<file path="src/rtl/cmt_pkg.sv">
package cmt_pkg;
    localparam int DATA_W = 16;
    localparam int ADDR_W = 2;
    localparam int SEL_W  = 2;

    localparam logic [ADDR_W-1:0] ADDR_CSR = 2'd0;
    localparam logic [ADDR_W-1:0] ADDR_CNT = 2'd1;
    localparam logic [ADDR_W-1:0] ADDR_CMP = 2'd2;

    localparam int FLAG_BIT = 7;
    localparam int IE_BIT   = 6;

    typedef logic [DATA_W-1:0] word_t;
endpackage

</file>
<file path="src/rtl/cmt_prescaler.sv">
module cmt_prescaler #(
    parameter int SEL_W     = 2,
    parameter int BASE_LOG2 = 3,
    parameter int STEP_LOG2 = 2
) (
    input  logic             clk,
    input  logic             rst_n,
    input  logic             run_i,
    input  logic [SEL_W-1:0] sel_i,
    output logic             tick_o
);
    localparam int MAX_SEL = (2 ** SEL_W) - 1;
    localparam int PRE_W   = BASE_LOG2 + STEP_LOG2 * MAX_SEL;
    localparam logic [PRE_W-1:0] ALL_ONES = '1;

    typedef struct packed {
        logic [PRE_W-1:0] pre;
    } pre_state_t;

    pre_state_t state_d, state_q;
    logic [PRE_W-1:0] mask;

    always_comb begin
        state_d = state_q;
        mask    = ALL_ONES >> (STEP_LOG2 * (MAX_SEL - int'(sel_i)));
        tick_o  = run_i && ((state_q.pre & mask) == mask);
        if (run_i) begin
            state_d.pre = state_q.pre + 1'b1;
        end
    end

    always_ff @(posedge clk or negedge rst_n) begin
        if (!rst_n) begin
            state_q <= '0;
        end else begin
            state_q <= state_d;
        end
    end


    pre_hold_chk: assert property (@(posedge clk) disable iff (!rst_n)
        !run_i |=> $stable(state_q.pre));
endmodule

</file>
<file path="src/rtl/cmt_counter.sv">
module cmt_counter
    import cmt_pkg::*;
(
    input  logic  clk,
    input  logic  rst_n,
    input  logic  tick_i,
    input  logic  wr_cnt_i,
    input  logic  wr_cmp_i,
    input  word_t wdata_i,
    output word_t cnt_o,
    output word_t cmp_o,
    output logic  match_o
);
    typedef struct packed {
        word_t cnt;
        word_t cmp;
    } cnt_state_t;

    cnt_state_t state_d, state_q;

    always_comb begin
        state_d = state_q;
        match_o = (state_q.cnt == state_q.cmp);
        if (wr_cmp_i) begin
            state_d.cmp = wdata_i;
        end
        if (wr_cnt_i) begin
            state_d.cnt = wdata_i;
        end else if (tick_i) begin
            state_d.cnt = match_o ? '0 : state_q.cnt + 1'b1;
        end
        cnt_o = state_q.cnt;
        cmp_o = state_q.cmp;
    end

    always_ff @(posedge clk or negedge rst_n) begin
        if (!rst_n) begin
            state_q.cnt <= '0;
            state_q.cmp <= '1;
        end else begin
            state_q <= state_d;
        end
    end


    wrap_chk: assert property (@(posedge clk) disable iff (!rst_n)
        (tick_i && !wr_cnt_i && match_o) |=> (cnt_o == '0));


    cnt_write_chk: assert property (@(posedge clk) disable iff (!rst_n)
        wr_cnt_i |=> (cnt_o == $past(wdata_i)));


    cmp_write_chk: assert property (@(posedge clk) disable iff (!rst_n)
        wr_cmp_i |=> (cmp_o == $past(wdata_i)));
endmodule

</file>
<file path="src/rtl/cmt_csr.sv">
module cmt_csr
    import cmt_pkg::*;
(
    input  logic             clk,
    input  logic             rst_n,
    input  logic             match_i,
    input  logic             csr_wr_i,
    input  logic             csr_rd_i,
    input  logic             wflag_i,
    input  logic             wie_i,
    input  logic [SEL_W-1:0] wsel_i,
    output logic             flag_o,
    output logic             ie_o,
    output logic [SEL_W-1:0] sel_o,
    output logic             irq_o
);
    typedef struct packed {
        logic             flag;
        logic             ie;
        logic [SEL_W-1:0] sel;
        logic             armed;
    } csr_state_t;

    csr_state_t state_d, state_q;
    logic       clr;

    always_comb begin
        state_d = state_q;
        clr     = 1'b0;
        if (csr_wr_i) begin
            state_d.ie    = wie_i;
            state_d.sel   = wsel_i;
            state_d.armed = 1'b0;
            clr           = state_q.armed && !wflag_i;
        end else if (csr_rd_i && state_q.flag) begin
            state_d.armed = 1'b1;
        end
        state_d.flag = match_i | (state_q.flag & ~clr);
        flag_o = state_q.flag;
        ie_o   = state_q.ie;
        sel_o  = state_q.sel;
        irq_o  = state_q.flag & state_q.ie;
    end

    always_ff @(posedge clk or negedge rst_n) begin
        if (!rst_n) begin
            state_q <= '0;
        end else begin
            state_q <= state_d;
        end
    end


    flag_rise_chk: assert property (@(posedge clk) disable iff (!rst_n)
        $rose(state_q.flag) |-> $past(match_i));


    match_sets_chk: assert property (@(posedge clk) disable iff (!rst_n)
        match_i |=> state_q.flag);


    flag_fall_chk: assert property (@(posedge clk) disable iff (!rst_n)
        $fell(state_q.flag) |-> $past(csr_wr_i && state_q.armed && !wflag_i));


    no_unarmed_clear_chk: assert property (@(posedge clk) disable iff (!rst_n)
        (state_q.flag && csr_wr_i && !state_q.armed) |=> state_q.flag);
endmodule

</file>
<file path="src/rtl/cmt_channel.sv">
module cmt_channel
    import cmt_pkg::*;
(
    input  logic              clk,
    input  logic              rst_n,
    input  logic              start_i,
    input  logic [ADDR_W-1:0] addr_i,
    input  logic              wr_en_i,
    input  logic [DATA_W-1:0] wr_data_i,
    input  logic              rd_en_i,
    output logic [DATA_W-1:0] rd_data_o,
    output logic              irq_o
);
    typedef struct packed {
        word_t rdata;
    } bus_state_t;

    bus_state_t bus_d, bus_q;

    logic             tick;
    logic             match;
    logic             csr_wr, csr_rd, cnt_wr, cmp_wr;
    logic             flag, ie;
    logic [SEL_W-1:0] sel;
    word_t            cnt, cmp;

    always_comb begin
        csr_wr = wr_en_i && (addr_i == ADDR_CSR);
        cnt_wr = wr_en_i && (addr_i == ADDR_CNT);
        cmp_wr = wr_en_i && (addr_i == ADDR_CMP);
        csr_rd = rd_en_i && (addr_i == ADDR_CSR);
    end

    cmt_prescaler #(.SEL_W(SEL_W)) u_pre (
        .clk    (clk),
        .rst_n  (rst_n),
        .run_i  (start_i),
        .sel_i  (sel),
        .tick_o (tick)
    );

    cmt_counter u_cnt (
        .clk      (clk),
        .rst_n    (rst_n),
        .tick_i   (tick),
        .wr_cnt_i (cnt_wr),
        .wr_cmp_i (cmp_wr),
        .wdata_i  (wr_data_i),
        .cnt_o    (cnt),
        .cmp_o    (cmp),
        .match_o  (match)
    );

    cmt_csr u_csr (
        .clk      (clk),
        .rst_n    (rst_n),
        .match_i  (match),
        .csr_wr_i (csr_wr),
        .csr_rd_i (csr_rd),
        .wflag_i  (wr_data_i[FLAG_BIT]),
        .wie_i    (wr_data_i[IE_BIT]),
        .wsel_i   (wr_data_i[SEL_W-1:0]),
        .flag_o   (flag),
        .ie_o     (ie),
        .sel_o    (sel),
        .irq_o    (irq_o)
    );

    always_comb begin
        bus_d = bus_q;
        if (rd_en_i) begin
            unique case (addr_i)
                ADDR_CSR: bus_d.rdata = {8'h00, flag, ie, 4'h0, sel};
                ADDR_CNT: bus_d.rdata = cnt;
                ADDR_CMP: bus_d.rdata = cmp;
                default:  bus_d.rdata = '0;
            endcase
        end
        rd_data_o = bus_q.rdata;
    end

    always_ff @(posedge clk or negedge rst_n) begin
        if (!rst_n) begin
            bus_q <= '0;
        end else begin
            bus_q <= bus_d;
        end
    end


    reserved_zero_chk: assert property (@(posedge clk) disable iff (!rst_n)
        (rd_en_i && addr_i == ADDR_CSR) |=> (rd_data_o[15:8] == 8'h00 && rd_data_o[5:2] == 4'h0));


    cnt_hold_chk: assert property (@(posedge clk) disable iff (!rst_n)
        (!start_i && !cnt_wr) |=> $stable(cnt));


    irq_needs_ie_chk: assert property (@(posedge clk) disable iff (!rst_n)
        (!wr_en_i && !ie) |=> !irq_o);
endmodule

</file>
<file path="config.mk">
export PLATFORM = sky130hd
export DESIGN_NAME = cmt_channel
export DESIGN_NICKNAME = d
export VERILOG_FILES = /design/src/rtl/cmt_pkg.sv /design/src/rtl/cmt_prescaler.sv /design/src/rtl/cmt_counter.sv /design/src/rtl/cmt_csr.sv /design/src/rtl/cmt_channel.sv
export SDC_FILE = /design/constraint.sdc
export NUM_CORES = 1
export LEC_CHECK = 0
export BUFFER_PORTS_ARGS = -buffer_cell sky130_fd_sc_hd__buf_2
export CAP_MARGIN = 25
export CORE_UTILIZATION = 31
export CTS_CLUSTER_DIAMETER = 50
export DETAILED_ROUTE_END_ITERATION = 10
export SYNTH_ARGS = -nofsm -noshare
export SYNTH_HDL_FRONTEND = slang
export SYNTH_SLANG_ARGS = --single-unit
</file>
<file path="constraint.sdc">
create_clock -name clk -period 1.9 [get_ports clk]
set_input_delay 0.285 -clock clk [delete_from_list [all_inputs] [get_ports clk]]
set_output_delay 0.285 -clock clk [all_outputs]
set_load 0.02 [all_outputs]
</file>
==> results.ini <==
[status]
status = completed

[routing]
drt_wl_total_um = 7490
antenna_left = 0
detail_route.wl_per_cell_um = 15.1
vias = 2417
viasPerCell = 4.88
drc = 0
drtIter0Drc = 84
first_pass_iters = 4

[setup_path]
critPathMaxFanout = 6
crit_type = reg -> reg
crit_required_ns = 2.13
r2r_slack_ns = 0.12
cp-startpoint = u_cnt.cmp_o[5]
cp_common_cell = buf_4
r2r_cells = 7
cpMaxStageDelayCell = dfstp_2
arrival_ns = 2.01
cpLargestDelayFamily = simple AND/OR/NAND/NOR gates
worst-path-buf-inv = 2
reg2reg_from = u_cnt.cmp_o[5]
cp-start-kind = flip-flop
endpoint_kind = flip-flop
r2r_end = u_cnt.cnt_o[4]
cp_cell_sequence = xor2_1 -> nor4_2 -> buf_4 -> nand4_1 -> nand4_2 -> buf_4 -> o211ai_1
cp_slowest_stage_delay_ns = 0.55

[grt]
grt_usage = 0.157
use_met1 = 0.202
met3_usage = 0.0336
use_met2 = 0.254
antenna_found_initial = 0
grt_pass1_wl_um = 12300
grt.busiest_layer = met2
overflow = 0
grt_start_max_net_pins = 45
first_global_vias = 2392

[clock_tree]
clkLatencyLatePin_ns = 0.35
clockRootBuffer = clkbuf_8
path_clk_slew_ns = 0.07
htree_num_levels = 3
cts_made_buffers = 9
cts_sinks = 62
postCtsSetupBuffers = 0
cts_tree = built
clockBufferDepth = 2

[logic_synthesis]
synth_top_family_by_area = simple AND/OR/NAND/NOR gates
ys_seq_area_frac = 0.494
ys_seq_elements = 62
syn_avg_cell_area_um2 = 10.2
synth_compound_area_frac = 0.120
mappedNetlistNets = 336
synth_mux_area_frac = 0.0835
synth_warnings = 0
yosys.area_share.simple = 0.145
synth_cells = 311
netlist_area_um2 = 3180
synth_cell_type_count = 40
synth_xor_area_frac = 0.105
synthAdderAreaFrac = 0.00787

[worst_hold_path]
min_from = wr_data_i[11]
hp-class = in -> reg
holdPathStages = 3
min_to = u_cnt.cnt_o[11]

[sta]
slew_headroom = 0.644
rsz0062_at_grt = no
max_freq_mhz = 563
setup_violations = 0
tns_ns = 0
period_needed_ns = 1.78
worstMarginPinSlew_ns = 0.535
report.final.slew_viol_count = 0
fin_crit_sh = 0.935
finClkSkew_ns = 0.0123
hold_viol = 0

[pwr]
power.density_nw_per_um2 = 1200
comb_power_share = 0.273
pwr-share-clk = 0.286
pwr-share-seq = 0.442
p_leak_uw = 0.00164
p_int_uw = 3020
peakVddDrop_uv = 448
swShare = 0.338
power_switching_uw = 1550
power_uw = 4570

[floorplan]
io_pins = 40
dieWidth_um = 103
die_h_um = 103
rows = 36
initial_core_util = 0.322
die_area_um2 = 10700
design.core.area_um2 = 9860

[final_layout]
insertedDiodeCount = 0
nets = 382
drive_gt1_frac = 0.329
final_common_cell = dfrtp_1
layout_common_cells = 46 x dfrtp_1, 41 x nor2_1, 39 x buf_2, 33 x a21oi_1, 25 x xor2_1
area_growth_pct = 20.0
stdcell_area_um2 = 3810

[placed_design]
dp_hpwl_um = 5440
io_buffers = 39
gp_congestion = 0.823
placed_area_um2 = 3560

[job]
cap_violations = 0

==> sequential cells by signal, indices dropped and copies added, names as in the netlist <==
name and cells:
u_csr.ie_o 1, u_cnt.cnt_o 16, u_csr.flag_o 1, u_cnt.cmp_o 16, u_pre.state_q 9, rd_data_o 16, u_csr.sel_o 2, u_csr.state_q 1
==> area by class of cell <==
cell class / count / area (µm²)
clock buffers: 9 / 124
multi-input cells: 223 / 1490
fillers: 997 / 6050
flip-flops and latches: 62 / 1570
well taps: 133 / 166
clock inverters: 7 / 98.8
inverters: 2 / 7.51
repair buffers: 59 / 360
==> per-stage QoR <==
stage / utilization / setup slack, ns / hold WS (ns) / cells
finish: 0.387 / 0.123 / 0.163 / 495
global placement: 0.361 / 0.0224 / 0.253 / 478
detailed placement: 0.361 / 0.0765 / 0.264 / 478
global route: 0.387 / 0.0205 / 0.179 / 495
floorplan: - / 0.368 / -0.0106 / 311
CTS: 0.385 / 0.0475 / 0.152 / 495
==> worst max path at each step <==
stage | to | slack, ns | depth (start not counted)
finish | u_cnt.cnt_o[4] | 0.12 | 7
global route | u_cnt.cnt_o[6] | 0.02 | 6
CTS | u_cnt.cnt_o[4] | 0.05 | 6
detailed placement | u_cnt.cnt_o[4] | 0.08 | 6
global placement | u_cnt.cnt_o[2] | 0.02 | 6
floorplan | u_cnt.cnt_o[13] | 0.37 | 7
==> metal layers <==
layer / routed length (µm) / share of wire
met2: 3480 / 0.46
met3: 314 / 0.042
met4: 117 / 0.016
met1: 3580 / 0.48
met5: 0 / 0
==> cells in the mapped netlist (all sizes together) <==
library cell | number | area, µm²
dfstp | 16 | 420
mux2 | 20 | 225
nand4 | 6 | 43.8
o211ai | 4 | 30.0
xnor2 | 13 | 114
buf | 14 | 92.6
nand2 | 18 | 75.1
or3b | 1 | 8.76
and4 | 2 | 17.5
ha | 2 | 25.0
mux2i | 4 | 40.0
nor4 | 4 | 25.0
a21boi | 1 | 7.51
nor2b | 2 | 15.0
dfrtp | 46 | 1150
o21ai | 1 | 5.00
and3 | 1 | 6.26
and2 | 3 | 18.8
a21oi | 34 | 174
or2 | 1 | 6.26
nor3 | 4 | 20.0
nand2b | 1 | 13.8
a22oi | 12 | 90.1
xor2 | 25 | 219
nor2 | 41 | 154
clkbuf | 10 | 40.0
a31oi | 1 | 6.26
nand3b | 1 | 7.51
nand3 | 10 | 50.1
o22ai | 11 | 68.8
inv | 2 | 7.51
==> power by group through the flow <==
| stage | sequential [µW] | clock (µW) | combinational, µW |
|---|---|---|---|
| after floorplan | 1990 | 0 | 886 |
| after global placement | 2020 | 0 | 1200 |
| after detailed placement | 2040 | 0 | 1220 |
| after CTS | 2020 | 1330 | 1230 |
| after global routing | 2080 | 1390 | 1400 |
| final | 2020 | 1310 | 1250 |
==> cells by family after synthesis <==
logic type | after synthesis
mux | 24
flops | 62
xor+xnor | 38
fa+ha+maj | 2
buf+inv | 26
simple gates | 95
compound gates | 64
==> worst register-to-register path: cells and delay by family, from the launching register on <==
kind / cells / cell delay (ns)
buf+inv: 2 / 0.31
compound gates: 1 / 0.10
simple gates: 3 / 0.62
xor+xnor: 1 / 0.07
flops: 1 / 0.55
==> what timing repair did <==
item | in CTS | in global routing
setup endpoints to repair | 0 | 15
hold buffers | 1 | 0
resized for setup | 0 | 3
endpoints found under the hold margin | 14 | 0
Power figures use the tool's default switching activity.
